$ cat config.mk
export PLATFORM = sky130hd
export DESIGN_NAME = sha512_mix_unit
export DESIGN_NICKNAME = d
export VERILOG_FILES = /design/src/rtl/sha512_mix_pkg.sv /design/src/rtl/sha512_mix_tree.sv /design/src/rtl/sha512_mix_decode.sv /design/src/rtl/sha512_mix_unit.sv
export SDC_FILE = /design/constraint.sdc
export NUM_CORES = 1
export LEC_CHECK = 0
export BUFFER_PORTS_ARGS = -buffer_cell sky130_fd_sc_hd__buf_2
export CAP_MARGIN = 20
export CORE_UTILIZATION = 54
export DETAILED_ROUTE_END_ITERATION = 12
export PLACE_DENSITY = 0.82
export SLEW_MARGIN = 40
export SYNTH_ARGS = -nofsm -noshare
export SYNTH_HDL_FRONTEND = slang
export SYNTH_HIERARCHICAL = 1
export SYNTH_SLANG_ARGS = --single-unit
$ cat constraint.sdc
create_clock -name vclk -period 5
set_clock_uncertainty 0.2 [all_clocks]
set_input_delay 0.75 -clock vclk [all_inputs]
set_output_delay 0.75 -clock vclk [all_outputs]
set_load 0.01 [all_outputs]
$ cat src/rtl/sha512_mix_pkg.sv
package sha512_mix_pkg;
  localparam int WORD_W = 64;
  localparam int HALF_W = WORD_W / 2;

  // operation codes; 0..3 are 64-bit only, 4..9 are 32-bit half-ops
  localparam logic [3:0] OP_S0     = 4'd0;
  localparam logic [3:0] OP_S1     = 4'd1;
  localparam logic [3:0] OP_B0     = 4'd2;
  localparam logic [3:0] OP_B1     = 4'd3;
  localparam logic [3:0] OP_S0_HI  = 4'd4;
  localparam logic [3:0] OP_S0_LO  = 4'd5;
  localparam logic [3:0] OP_S1_HI  = 4'd6;
  localparam logic [3:0] OP_S1_LO  = 4'd7;
  localparam logic [3:0] OP_B0_PR  = 4'd8;
  localparam logic [3:0] OP_B1_PR  = 4'd9;

  // rotation and shift amounts of the four functions
  localparam int S0_A = 1,  S0_B = 8,  S0_C = 7;
  localparam int S1_A = 19, S1_B = 61, S1_C = 6;
  localparam int B0_A = 28, B0_B = 34, B0_C = 39;
  localparam int B1_A = 14, B1_B = 18, B1_C = 41;

  typedef enum logic [1:0] {FN_S0, FN_S1, FN_B0, FN_B1} fn_e;

  typedef struct packed {
    logic ok;
    fn_e  fn;
    logic low_half;
    logic swap;
  } dec_t;
endpackage

$ cat src/rtl/sha512_mix_tree.sv
// Three-term XOR of rotations; the last term is a logical right shift when SHIFT_LAST is set.
module sha512_mix_tree #(
  parameter int W          = 64,
  parameter int ROT_A      = 1,
  parameter int ROT_B      = 8,
  parameter int AMT_C      = 7,
  parameter bit SHIFT_LAST = 1'b1
) (
  input  logic [W-1:0] x,
  output logic [W-1:0] y
);
  logic [2*W-1:0] dbl;
  logic [W-1:0]   t_a, t_b, t_c;

  assign dbl = {x, x};
  assign t_a = dbl[ROT_A +: W];
  assign t_b = dbl[ROT_B +: W];

  generate
    if (SHIFT_LAST) begin : g_shift
      assign t_c = x >> AMT_C;
    end else begin : g_rot
      assign t_c = dbl[AMT_C +: W];
    end
  endgenerate

  assign y = t_a ^ t_b ^ t_c;
endmodule

$ cat src/rtl/sha512_mix_decode.sv
// Maps mode and operation code to function, half and operand order.
module sha512_mix_decode
  import sha512_mix_pkg::*;
(
  input  logic       mode64,
  input  logic [3:0] op,
  output dec_t       dec
);
  always_comb begin
    dec = '{ok: 1'b0, fn: FN_S0, low_half: 1'b0, swap: 1'b0};
    if (mode64) begin
      unique case (op)
        OP_S0:   dec = '{ok: 1'b1, fn: FN_S0, low_half: 1'b0, swap: 1'b0};
        OP_S1:   dec = '{ok: 1'b1, fn: FN_S1, low_half: 1'b0, swap: 1'b0};
        OP_B0:   dec = '{ok: 1'b1, fn: FN_B0, low_half: 1'b0, swap: 1'b0};
        OP_B1:   dec = '{ok: 1'b1, fn: FN_B1, low_half: 1'b0, swap: 1'b0};
        default: ;
      endcase
    end else begin
      unique case (op)
        OP_S0_HI: dec = '{ok: 1'b1, fn: FN_S0, low_half: 1'b0, swap: 1'b0};
        OP_S0_LO: dec = '{ok: 1'b1, fn: FN_S0, low_half: 1'b1, swap: 1'b1};
        OP_S1_HI: dec = '{ok: 1'b1, fn: FN_S1, low_half: 1'b0, swap: 1'b0};
        OP_S1_LO: dec = '{ok: 1'b1, fn: FN_S1, low_half: 1'b1, swap: 1'b1};
        OP_B0_PR: dec = '{ok: 1'b1, fn: FN_B0, low_half: 1'b0, swap: 1'b0};
        OP_B1_PR: dec = '{ok: 1'b1, fn: FN_B1, low_half: 1'b0, swap: 1'b0};
        default:  ;
      endcase
    end
  end

  // only the shift-bearing functions have a low-half code
  always_comb begin
    assert_lowhalf_sigma_R4: assert (!(dec.ok && dec.low_half) || dec.fn == FN_S0 || dec.fn == FN_S1);
  end
endmodule

$ cat src/rtl/sha512_mix_unit.sv
module sha512_mix_unit
  import sha512_mix_pkg::*;
(
  input  logic              mode64,
  input  logic [3:0]        op,
  input  logic [WORD_W-1:0] rs1,
  input  logic [WORD_W-1:0] rs2,
  output logic [WORD_W-1:0] result,
  output logic              valid
);
  dec_t              dec;
  logic [WORD_W-1:0] word;
  logic [WORD_W-1:0] f_s0, f_s1, f_b0, f_b1, f_sel;
  logic [3:0]        fn_hot;

  sha512_mix_decode u_dec (.mode64(mode64), .op(op), .dec(dec));

  // operand assembly: full source, or the two low halves in chosen order
  always_comb begin
    if (mode64)        word = rs1;
    else if (dec.swap) word = {rs2[HALF_W-1:0], rs1[HALF_W-1:0]};
    else               word = {rs1[HALF_W-1:0], rs2[HALF_W-1:0]};
  end

  sha512_mix_tree #(.W(WORD_W), .ROT_A(S0_A), .ROT_B(S0_B), .AMT_C(S0_C), .SHIFT_LAST(1'b1))
    u_s0 (.x(word), .y(f_s0));
  sha512_mix_tree #(.W(WORD_W), .ROT_A(S1_A), .ROT_B(S1_B), .AMT_C(S1_C), .SHIFT_LAST(1'b1))
    u_s1 (.x(word), .y(f_s1));
  sha512_mix_tree #(.W(WORD_W), .ROT_A(B0_A), .ROT_B(B0_B), .AMT_C(B0_C), .SHIFT_LAST(1'b0))
    u_b0 (.x(word), .y(f_b0));
  sha512_mix_tree #(.W(WORD_W), .ROT_A(B1_A), .ROT_B(B1_B), .AMT_C(B1_C), .SHIFT_LAST(1'b0))
    u_b1 (.x(word), .y(f_b1));

  always_comb begin
    fn_hot = 4'b0000;
    if (dec.ok) fn_hot[dec.fn] = 1'b1;
  end

  assign f_sel = ({WORD_W{fn_hot[0]}} & f_s0) | ({WORD_W{fn_hot[1]}} & f_s1)
               | ({WORD_W{fn_hot[2]}} & f_b0) | ({WORD_W{fn_hot[3]}} & f_b1);

  always_comb begin
    if (mode64)            result = f_sel;
    else if (dec.low_half) result = {{HALF_W{1'b0}}, f_sel[HALF_W-1:0]};
    else                   result = {{HALF_W{1'b0}}, f_sel[WORD_W-1:HALF_W]};
  end

  assign valid = dec.ok;

  always_comb begin
    assert_onehot_fn_R8:   assert ($onehot0(fn_hot));
    assert_illegal_zero_R7: assert (valid || result == '0);
    assert_half_upper_R6:  assert (mode64 || result[WORD_W-1:HALF_W] == '0);
    assert_code_range_R7:  assert (!valid || (mode64 ? (op < 4'd4) : (op >= 4'd4 && op <= 4'd9)));
  end
endmodule

==> run metrics <==
routed length per instance=29.6 um; port buffer count=166; total half-perimeter wirelength after legalization and detailed placement=23.0 mm; wire length of the first global-routing pass=50.1 mm; Power per Cell Area=178 nW/um2; number of warnings reported in the yosys synthesis log=6; vias in the first global route=7813; maximum net fanout on the critical path=20; cell area after synthesis=9800 um2; number of failing hold endpoints at the final stage=0; most used standard cells in the synthesized netlist=sky130_fd_sc_hd__xor3_1 (223), sky130_fd_sc_hd__mux2i_1 (160), sky130_fd_sc_hd__nor2_1 (66); relative area change from synthesis to final layout=14.7%; unrepaired setup endpoints after global routing=no; y dimension of the die=137 um; Post-Route Setup TNS=0 ns; Synth area leader=sky130_fd_sc_hd__xor3_1; minimum clock period=4.88 ns; required arrival time at the worst endpoint=4.05 ns; per-instance average area after synthesis=12.6 um2; number of antenna violations at the first check in global routing=0; crit path kind=in2out; # clk buffers=0; overall die width=137 um; placeable core region=17500 um2; pin slew with the least headroom to its limit=0.922 ns; diodes inserted=0; total global routing overflow=0; sequential cell area in the final layout=0 um2; DRC violation count after routing=0; vias after detailed routing=7959; layout filler cell count=1365; sequential area share after synthesis=0%; max frequency=0.205 GHz; number of nets in the synthesized netlist=908; area occupied by multi-input gates=9550 um2; crit path capture type=output port; Finish-stage setup viols=0; Post CTS Setup Buffer Count=0; Mapped Cells=775; Post-CTS Hold Buffers=0; final routed wirelength across all metal layers=34.9 mm; most used standard cell by instance count after synthesis=sky130_fd_sc_hd__xor3_1; drt pass-1 iters=5; Relative slew margins=38.6%; Initial Util=55.9%; sort of element at the start of the critical path=input pin; Placement Rows=48; leading post-synthesis cells by cell area=sky130_fd_sc_hd__xor3_1 (54%), sky130_fd_sc_hd__mux2i_1 (16%), sky130_fd_sc_hd__mux2_2 (5.7%), sky130_fd_sc_hd__xor3_4 (5.6%), sky130_fd_sc_hd__nor2_1 (2.5%); VDD IR-drop max=111 uV; worst path arrival time=3.93 ns; post-layout total power=2.00 mW; final RePlAce weighted congestion=0.907; Distinct cells, synth=28; fraction of synthesized cell area taken by the top area cell type=54.1%; Overall Global Routing Usage=37.8%; class of the tightest hold or removal check=in2out; maximum number of pins on one net before global-route repair=66; first-iteration detailed-routing DRC count=891; I/O pin count=198; final-report max-slew violation count=0; number of max-cap violations=0; count of sequential standard cells=0; post-route ant nets=0; full die area=18700 um2; via/cell ratio=6.74; post-cts sizing count=0; leakage power total=5.98 nW; result of the run=finished, final reports clean; Period Utilization, post-route=97.7%; fraction of layout cells with a size suffix above 1=32.7%; final net count=1091
==> logic make-up (layout without fill, tap and decap cells) <==
kind of cell,Yosys count,count (layout),share of synthesized area [%]
compound gates,67,67,3.95
xor+xnor,256,256,60.9
buf+inv,53,234,2.80
mux,224,224,23.7
simple gates,175,175,8.68
==> final cells by class <==
class                           instances  area share, %
Multi-Input combinational cell        722           85.0
Tap cell                              225           2.50
Timing Repair Buffer                  234           12.5
==> power breakdown <==
part / switching, mW / total (mW) / internal (mW)
combinational: 0.840 / 2.00 / 1.16
clock: 0 / 0 / 0
sequential: 0 / 0 / 0
==> worst max-delay path, cell delays in order <==
cell                       delay (ns)
sky130_fd_sc_hd__buf_2           0.14
sky130_fd_sc_hd__and4bb_2        0.48
sky130_fd_sc_hd__nor2_2          0.07
sky130_fd_sc_hd__buf_4           0.23
sky130_fd_sc_hd__mux2_1          0.73
sky130_fd_sc_hd__xor3_1          0.55
sky130_fd_sc_hd__mux2i_1         0.29
sky130_fd_sc_hd__o22ai_1         0.15
sky130_fd_sc_hd__or3_1           0.38
sky130_fd_sc_hd__buf_2           0.15
==> final timing paths <==
| path | cells past startpoint | end | slack, ns | startpoint |
|---|---|---|---|---|
| setup / recovery | 10 | result[16] | 0.12 | op[3] |
| hold / removal | 4 | valid | 2.12 | op[3] |
==> placed cells by master, fill, tap and decap left out, types with 31 or more instances in the layout <==
cell	synthesis	routed
sky130_fd_sc_hd__or3_1	33	33
sky130_fd_sc_hd__buf_4	1	63
sky130_fd_sc_hd__o22ai_1	32	32
sky130_fd_sc_hd__nand2_1	33	33
sky130_fd_sc_hd__nor3_1	32	32
sky130_fd_sc_hd__o21ai_1	0	31
sky130_fd_sc_hd__nor2_1	66	64
sky130_fd_sc_hd__mux2i_1	160	160
sky130_fd_sc_hd__buf_2	27	166
sky130_fd_sc_hd__xor3_1	223	223
sky130_fd_sc_hd__mux2_2	50	50
==> routing by layer <==
layer  vias to the layer above  global-route usage (%)  share of wire, %
met5                         -                       0                 0
met4                         0                    18.3               4.9
met3                       121                    7.63                13
met2                       682                    59.7                45
met1                      3849                    49.8                37
li1                       3307                       -                 -
==> through the flow <==
step	std cells	hold slack (ns)	setup WS [ns]	utilization, %	area, um2
after floorplan	775	1.64	0.0136	-	9800
after global placement	1181	2.03	0.222	64.0	11200
after detailed placement	1181	2.09	0.200	64.1	11200
after CTS	1181	2.10	0.195	64.1	11200
after global routing	1181	2.18	0.0318	64.1	11200
final	1181	2.12	0.116	64.1	11200
Power figures use the tool's default switching activity.
